`src/rtl/spi_cfg_pkg.sv`:
```
package spi_cfg_pkg;
  // control word layout (bit positions are decoded by the engine and software)
  localparam int unsigned POS_MEN    = 0;
  localparam int unsigned POS_CPOL   = 1;
  localparam int unsigned POS_CPHA   = 2;
  localparam int unsigned DIV_LSB    = 3;
  localparam int unsigned DIV_W      = 3;
  localparam int unsigned POS_DEC    = 9;
  localparam int unsigned SEL_LSB    = 10;
  localparam int unsigned SEL_W      = 4;
  localparam int unsigned POS_FORCE  = 14;
  localparam int unsigned POS_MSE    = 15;
  localparam int unsigned POS_MSTART = 16;
  localparam int unsigned STORE_W    = 16;

  localparam logic [STORE_W-1:0] STORE_MASK =
      STORE_W'((1 << (DIV_LSB + DIV_W)) - 1) |
      STORE_W'(((1 << (POS_MSE + 1)) - 1) & ~((1 << POS_DEC) - 1));

  localparam logic [STORE_W-1:0] CTRL_RESET =
      STORE_W'(1 << POS_MEN) |
      STORE_W'(1 << DIV_LSB) |
      STORE_W'(((1 << SEL_W) - 1) << SEL_LSB) |
      STORE_W'(1 << POS_FORCE);

  typedef struct packed {
    logic             cpol;
    logic             cpha;
    logic [DIV_W-1:0] div;
  } clk_cfg_t;

  localparam clk_cfg_t CLK_RESET = '{cpol: 1'b0, cpha: 1'b0, div: DIV_W'(1)};
endpackage

```
`src/rtl/spi_cfg_regs.sv`:
```
module spi_cfg_regs
  import spi_cfg_pkg::*;
#(
  parameter int unsigned DATA_W = 32
) (
  input  logic                clk,
  input  logic                rst_n,
  input  logic                wr,
  input  logic                addr,
  input  logic [DATA_W-1:0]   wdata,
  output logic [DATA_W-1:0]   rdata,
  output logic [STORE_W-1:0]  ctrl_q,
  output logic                en_q,
  output logic                en_rise,
  output logic                start_q
);
  logic ctrl_wr, en_wr, start_req;

  assign ctrl_wr   = wr && !addr;
  assign en_wr     = wr && addr;
  assign en_rise   = en_wr && wdata[0] && !en_q;
  assign start_req = ctrl_wr && wdata[POS_MSE] && wdata[POS_MSTART];

  always_ff @(posedge clk or negedge rst_n) begin
    if (!rst_n) begin
      ctrl_q  <= CTRL_RESET;
      en_q    <= 1'b0;
      start_q <= 1'b0;
    end else begin
      start_q <= start_req;
      if (ctrl_wr) ctrl_q <= wdata[STORE_W-1:0] & STORE_MASK;
      if (en_wr)   en_q   <= wdata[0];
    end
  end

  always_comb begin
    rdata = '0;
    if (!addr) rdata[STORE_W-1:0] = ctrl_q;
    else       rdata[0]           = en_q;
  end
endmodule

```
`src/rtl/spi_cfg_clkhold.sv`:
```
module spi_cfg_clkhold
  import spi_cfg_pkg::*;
(
  input  logic               clk,
  input  logic               rst_n,
  input  logic               load,
  input  logic [STORE_W-1:0] ctrl_q,
  output clk_cfg_t           live
);
  clk_cfg_t staged;

  always_comb begin
    staged.cpol = ctrl_q[POS_CPOL];
    staged.cpha = ctrl_q[POS_CPHA];
    staged.div  = ctrl_q[DIV_LSB +: DIV_W];
  end

  always_ff @(posedge clk or negedge rst_n) begin
    if (!rst_n)    live <= CLK_RESET;
    else if (load) live <= staged;
  end
endmodule

```
`src/rtl/spi_cfg_csgen.sv`:
```
module spi_cfg_csgen #(
  parameter int unsigned LINES = 4
) (
  input  logic             clk,
  input  logic             rst_n,
  input  logic             enabled,
  input  logic             force_sel,
  input  logic             busy,
  input  logic [LINES-1:0] field,
  output logic [LINES-1:0] cs_q
);
  logic drive;

  assign drive = enabled && (force_sel || busy);

  for (genvar i = 0; i < LINES; i++) begin : g_line
    always_ff @(posedge clk or negedge rst_n) begin
      if (!rst_n) cs_q[i] <= 1'b1;
      else        cs_q[i] <= drive ? field[i] : 1'b1;
    end
  end
endmodule

```
`src/rtl/spi_cfg_ctrl.sv`:
```
module spi_cfg_ctrl
  import spi_cfg_pkg::*;
#(
  parameter int unsigned DATA_W = 32
) (
  input  logic              clk,
  input  logic              rst_n,
  input  logic              reg_wr,
  input  logic              reg_addr,
  input  logic [DATA_W-1:0] reg_wdata,
  output logic [DATA_W-1:0] reg_rdata,
  input  logic              engine_busy,
  output logic              ctrl_active,
  output logic              sclk_cpol,
  output logic              sclk_cpha,
  output logic [DIV_W-1:0]  sclk_div,
  output logic              cs_decoded,
  output logic              start_pulse,
  output logic [SEL_W-1:0]  cs_n
);
  logic [STORE_W-1:0] ctrl_q;
  logic               en_q;
  logic               en_rise;
  clk_cfg_t           live;

  spi_cfg_regs #(.DATA_W(DATA_W)) u_regs (
    .clk     (clk),
    .rst_n   (rst_n),
    .wr      (reg_wr),
    .addr    (reg_addr),
    .wdata   (reg_wdata),
    .rdata   (reg_rdata),
    .ctrl_q  (ctrl_q),
    .en_q    (en_q),
    .en_rise (en_rise),
    .start_q (start_pulse)
  );

  spi_cfg_clkhold u_hold (
    .clk    (clk),
    .rst_n  (rst_n),
    .load   (en_rise),
    .ctrl_q (ctrl_q),
    .live   (live)
  );

  spi_cfg_csgen #(.LINES(SEL_W)) u_cs (
    .clk       (clk),
    .rst_n     (rst_n),
    .enabled   (en_q),
    .force_sel (ctrl_q[POS_FORCE]),
    .busy      (engine_busy),
    .field     (ctrl_q[SEL_LSB +: SEL_W]),
    .cs_q      (cs_n)
  );

  assign sclk_cpol   = live.cpol;
  assign sclk_cpha   = live.cpha;
  assign sclk_div    = live.div;
  assign cs_decoded  = ctrl_q[POS_DEC];
  assign ctrl_active = en_q && ctrl_q[POS_MEN];
endmodule

```
`config.mk`:
```
export PLATFORM = sky130hd
export DESIGN_NAME = spi_cfg_ctrl
export DESIGN_NICKNAME = d
export VERILOG_FILES = /design/src/rtl/spi_cfg_pkg.sv /design/src/rtl/spi_cfg_regs.sv /design/src/rtl/spi_cfg_clkhold.sv /design/src/rtl/spi_cfg_csgen.sv /design/src/rtl/spi_cfg_ctrl.sv
export SDC_FILE = /design/constraint.sdc
export NUM_CORES = 1
export LEC_CHECK = 0
export CORE_MARGIN = 2
export CORE_UTILIZATION = 40
export CTS_BUF_LIST = sky130_fd_sc_hd__clkbuf_2
export DETAILED_ROUTE_END_ITERATION = 10
export DONT_BUFFER_PORTS = 1
export PLACE_DENSITY = 0.54
export SLEW_MARGIN = 20
export SYNTH_ARGS = -nofsm -noshare
export SYNTH_HDL_FRONTEND = slang
export SYNTH_SLANG_ARGS = --single-unit
export TNS_END_PERCENT = 50
```
`constraint.sdc`:
```
create_clock -name clk -period 1.6 [get_ports clk]
set_input_delay 0.48 -clock clk [delete_from_list [all_inputs] [get_ports clk]]
set_output_delay 0.48 -clock clk [all_outputs]
set_load 0.01 [all_outputs]
```
==> results.yml, run 1 <==
critical_path:
  crit_required_ps: 1120
  path_cells: "nor2b_4"
  critical_path_arrival_ps: 1080
  cpMaxStageDelayCell: "dfstp_2"
  path_max_fanout: 3
  critPathBufInv: 0
  cp_num_cells: 1
  cp-end-kind: "output port"
  crit_family: "flip-flops"
  crit_path_max_incr_delay_ps: 590
  setup.worst_path.start_class: "flop"
  r2r_cells: 2
  criticalPathCategory: "reg2out"
routing:
  drtIter0Drc: 13
  via_per_inst: 4.82
  drc: 4
  vias: 602
  drtPass1Iterations: 6
  routedWlPerCell_um: 15.5
  ant_nets: 0
  wl_um: 1930
floorplan:
  start_util_pct: 42.8
  core.rowCount: 19
  core_um2: 2810
  fp.dieW_um: 58.8
  die_h_um: 58.8
  pin_count: 81
  dieArea_um2: 3460
clocking:
  clk_pin_slew_ps: 220
  clock_sinks: 24
  numCtsBuffers: 3
  clk_path_buf_depth: 2
  clk_latency_ps: 330
  cts_tree: "done"
  clockRootBuffer: "clkbuf_2"
  htreeDepth: 1
cells_and_area:
  drive_gt1_share_pct: 57.4
  stdcell_count: 125
  layout_common_cells: "conb_1, dfstp_2, dfrtp_1, mux2_4, mux2_2"
  nNetsFinal: 132
  final_area_um2: 1220
  layout_commonest_cell: "conb_1"
  area_growth_pct: 1.77
  antenna_cells: 0
  fill_cells: 271
power_and_ir_drop:
  finalPower_mw: 1.34
  p_sw_share_pct: 28.3
  power.switching_mw: 0.380
  clock_power_share_pct: 16.9
  p_leak_nw: 0.564
  p_int_mw: 0.964
  seqPwrFrac_pct: 63.1
  pwr-share-comb_pct: 20.0
  irDropWorstVdd_v: 0.000457
  power.density_nw_per_um2: 1100
synth:
  synth_compound_area_share_pct: 0.417
  synthXorXnorAreaFrac_pct: 0
  synth_area_um2: 1200
  synth-simple-area-share_pct: 11.7
  yosysSeqAreaShare_pct: 51.3
  synthAdderAreaFrac_pct: 0
  syn_inst: 89
  synth_top_family_by_area: "multiplexers"
  ys_ff_latch: 24
  synth.area.mux_share_pct: 21.6
  postSynthAreaPerCell_um2: 13.5
  ys_warn_count: 0
  yosysUniqueCellTypes: 18
placed_design:
  place_area_um2: 1140
  dp_hpwl_um: 1400
  pre_cts_ws_ps: 299
  place_inst: 118
  gp_congestion: 0.669
  portBuffers: 0
timing:
  finalWorstSetupSlack_ps: 36.9
  slew_violations: 0
  tightest_slew_ps: 522
  max_freq_mhz: 640
  relSlewSlack_pct: 65.2
  fin_skew_ps: 6.30
  final_hold_viol_count: 0
  finalSetupViolations: 0
  period_needed_ps: 1560
  period_share_pct: 97.7
  rsz0062_at_grt: "yes"
grt:
  grt_max_degree: 25
  grt_pass1_wl_um: 2990
  grt_overflow_total: 0
  track_usage_pct: 11.6
  first_global_vias: 604
  antenna_found_initial: 0
worst_hold_path:
  worstHoldPathType: "in2async"
run:
  drv_cap: 0
status:
  outcome: "finished, violations left"
  violations: "DRC"
[cell usage after synthesis]
| cell | n | share of area (%) |
|---|---|---|
| dfrtp_1 | 12 | 25 |
| nor2b_1 | 10 | 5.2 |
| and3_2 | 1 | 0.63 |
| nand2_1 | 1 | 0.31 |
| mux2_4 | 9 | 11 |
| and2_1 | 1 | 0.52 |
| conb_1 | 1 | 0.31 |
| mux2_2 | 11 | 10 |
| buf_6 | 1 | 0.94 |
| clkbuf_1 | 1 | 0.31 |
| nor2b_2 | 1 | 0.73 |
| buf_4 | 19 | 12 |
| or2_2 | 4 | 2.1 |
| and2b_2 | 2 | 1.5 |
| dfstp_2 | 12 | 26 |
| buf_12 | 1 | 1.7 |
| o21ai_0 | 1 | 0.42 |
| nand4b_1 | 1 | 0.73 |
[state kept, by name, indices dropped and copies added, names as in the netlist]
name / flops
u_regs.en_q: 1
u_regs.ctrl_q: 13
u_regs.start_q: 1
u_hold.live: 5
u_cs.cs_q: 4
[worst paths after layout]
kind / from / end / slack [ps]
worst max-delay path: u_regs.ctrl_q[11]$_DFFE_PN1P_ / reg_rdata[11] / 40
worst min-delay path: rst_n / u_regs.start_q$_DFF_PN0_ / 90
worst max register to register: u_regs.en_q$_DFFE_PN0P_ / u_hold.live[3]$_DFFE_PN0P_ / 340
worst min register to register: u_regs.ctrl_q[15]$_DFFE_PN0P_ / u_regs.ctrl_q[15]$_DFFE_PN0P_ / 550
max in group asynchronous: rst_n / u_regs.ctrl_q[0]$_DFFE_PN1P_ / 1140
min in group clk: reg_wdata[5] / u_regs.ctrl_q[5]$_DFFE_PN0P_ / 270
[what timing repair did]
| item | in CTS | in global routing |
|---|---|---|
| gates resized for setup | 8 | 3 |
| endpoints found under the setup margin | 5 | 9 |
| cloned | 0 | 0 |
| buffers inserted | 0 | 2 |
| hold endpoints to repair | 24 | 0 |
| pin swaps | 0 | 0 |
| hold buffers | 1 | 0 |
[cell type report]
cell class	count	area, um^2	area share, %
timing repair buffer	5	35.0	2.87
clock inverter	1	3.75	0.307
tap	31	38.8	3.17
multi-input combinational	61	514	42.1
clock buffer	3	15.0	1.23
sequential	24	616	50.4
[cell families (layout without fill, tap and decap cells)]
family	Yosys count	count (layout)
DFF	24	24
buffers and inverters	22	9
and+or+nand+nor	21	21
muxes	20	20
other	1	19
AOI/OAI and AO/OA	1	1
[power by group through the flow]
stage | Sequential [mW] | Clock [mW] | Combinational [mW]
floorplan | 0.834 | 0 | 0.253
finish | 0.848 | 0.228 | 0.268
CTS | 0.851 | 0.245 | 0.255
global route | 0.866 | 0.267 | 0.294
detailed placement | 0.859 | 0 | 0.228
global placement | 0.856 | 0 | 0.224
[through the flow]
| stage | TNS, ps | hold slack (ps) | utilization [%] |
|---|---|---|---|
| 5_1_grt | -170 | 77.7 | 43.6 |
| 4_1_cts | 0 | 253 | 42.9 |
| 3_3_place_gp | 0 | 185 | 40.8 |
| 6_report | 0 | 86.3 | 43.6 |
| 2_1_floorplan | 0 | 184 | - |
| 3_5_place_dp | 0 | 185 | 40.8 |
[per-layer routing]
| metal | global-route usage (%) | wire [um] | up-vias |
|---|---|---|---|
| met3 | 4.18 | 169 | 2 |
| li1 | - | - | 264 |
| met2 | 19.5 | 992 | 31 |
| met4 | 4.87 | 13 | 0 |
| met5 | 0 | 0 | - |
| met1 | 13.4 | 758 | 305 |
(Power assumes the default switching activity.)
==> run 2: changes to the inputs <==
Settings changed: GPL_TIMING_DRIVEN set to 0, PLACE_DENSITY 0.54 to not set.
==> run 2 against run 1 <==
  * The run still ends with DRC left
  * Worst hold slack worse by 11 ps
  * Count of clock-buffer cells in the layout stayed put
  * Final area rose by 17%
  * Setup slack lost 7.9 ps
  * Die area unchanged
  * Power up 17%
  * Largest cell class unchanged
  * Highest routed layer is now met3
==> results.yml, run 2 (synthesis gave the netlist of run 1 again) <==
critical_path:
  crit_path_max_incr_delay_ps: 600
  startpoint: "u_regs.ctrl_q[0]$_DFFE_PN1P_"
  crit_path_end: "reg_rdata[0]"
  ff2ff_setup_slack_ps: 330
  setup.worst_path.start_class: "flop"
  cp_num_cells: 1
  r2r_cells: 2
  cp-end-kind: "output port"
  criticalPathCategory: "reg2out"
  critical_path_arrival_ps: 1090
  path_max_fanout: 3
  r2r-end: "u_hold.live[2]$_DFFE_PN0P_"
  path_cells: "mux2_4"
  cpMaxStageDelayCell: "dfstp_2"
  r2r-start: "u_regs.en_q$_DFFE_PN0P_"
  crit_family: "flip-flops"
  crit_required_ps: 1120
  critPathBufInv: 0
routing:
  ant_nets: 0
  drtIter0Drc: 19
  via_per_inst: 4.31
  vias: 634
  wl_um: 2040
  drc: 6
  drtPass1Iterations: 6
  routedWlPerCell_um: 13.9
cells_and_area:
  largest_register_ffs: 13
  top_register: "u_regs.ctrl_q"
  top_regs: "u_regs.ctrl_q x13, u_hold.live x5, u_cs.cs_q x4"
  layout_commonest_cell: "buf_4"
  drive_gt1_share_pct: 67.2
  area_growth_pct: 19.5
  nNetsFinal: 154
  antenna_cells: 0
  stdcell_count: 147
  layout_common_cells: "buf_4, conb_1, dfstp_2, dfrtp_1"
floorplan:
  start_util_pct: 42.8
  core_um2: 2810
  core.rowCount: 19
  die_h_um: 58.8
  pin_count: 81
  fp.dieW_um: 58.8
  dieArea_um2: 3460
clocking:
  htreeDepth: 1
  clockRootBuffer: "clkbuf_2"
  cts_tree: "done"
  clk_latency_ps: 330
  clk_pin_slew_ps: 220
  clk_path_buf_depth: 2
  clock_sinks: 24
  numCtsBuffers: 3
placed_design:
  portBuffers: 0
  gp_congestion: 0.721
  place_inst: 138
  dp_hpwl_um: 1470
status:
  outcome: "finished, violations left"
  violations: "DRC"
power_and_ir_drop:
  irDropWorstVdd_v: 0.000788
  power.density_nw_per_um2: 1090
  p_leak_nw: 0.704
grt:
  grtUsageMet1_pct: 14.5
  met2_usage_pct: 21.7
  busiest_layer: "met2"
  grt_overflow_total: 0
  grt_max_degree: 25
  track_usage_pct: 12.5
  first_global_vias: 666
  antenna_found_initial: 0
  grtUsageMet3_pct: 5.49
  grt_pass1_wl_um: 3260
worst_hold_path:
  worstHoldPathType: "in2async"
timing:
  final_hold_viol_count: 0
  tightest_slew_ps: 518
  period_needed_ps: 1570
  max_freq_mhz: 637
  whs_ps: 75.5
  fin_skew_ps: 13.2
  slew_violations: 0
  finalSetupViolations: 0
  rsz0062_at_grt: "yes"
  period_share_pct: 98.2
  relSlewSlack_pct: 65.5
run:
  drv_cap: 0
## run 2: worst min-delay path by stage
stage	start	end	cells after the start
finish	rst_n	u_regs.ctrl_q[15]$_DFFE_PN0P_	1
global route	rst_n	u_regs.start_q$_DFF_PN0_	1
CTS	reg_wdata[15]	u_regs.ctrl_q[15]$_DFFE_PN0P_	1
detailed placement	rst_n	u_regs.start_q$_DFF_PN0_	0
global placement	rst_n	u_regs.start_q$_DFF_PN0_	0
floorplan	rst_n	u_hold.live[1]$_DFFE_PN0P_	0
## run 2: stage by stage
stage,util [%],setup WS [ps],power [mW],setup TNS (ps),instance area [um^2]
floorplan,-,256,1.09,0,1270
global placement,46.6,61.4,1.12,0,1310
detailed placement,46.6,46.6,1.13,0,1310
CTS,50.7,-25.1,1.59,-78.1,1420
global route,51.2,-77.1,1.67,-437,1440
finish,51.2,29.0,1.57,0,1440
## run 2: routing by layer
| layer | wire length, um | vias to the layer above |
|---|---|---|
| met2 | 1100 | 33 |
| met1 | 726 | 299 |
| met3 | 215 | 0 |
| met5 | 0 | - |
| met4 | 0 | 0 |
| li1 | - | 302 |
## run 2: power breakdown
group | switching [mW] | internal, mW
sequential | 0.0956 | 0.749
clock | 0.175 | 0.215
combinational | 0.128 | 0.207
total | 0.399 | 1.17
## run 2: cell type report
| class | count | area, um^2 |
|---|---|---|
| Tap cell | 31 | 38.8 |
| Sequential cell | 24 | 616 |
| Fill cell | 255 | 1370 |
| Clock buffer | 3 | 15.0 |
| Multi-Input combinational cell | 61 | 522 |
| Clock inverter | 1 | 30.0 |
| Buffer | 22 | 179 |
| Timing Repair Buffer | 5 | 35.0 |
## run 2: repair_timing
action                     CTS  global route
hold endpoints to repair    24             0
buffers inserted             3             1
hold buffers                 1             0
setup endpoints to repair    8            10
pin swaps                    0             0
resized for setup           11             3
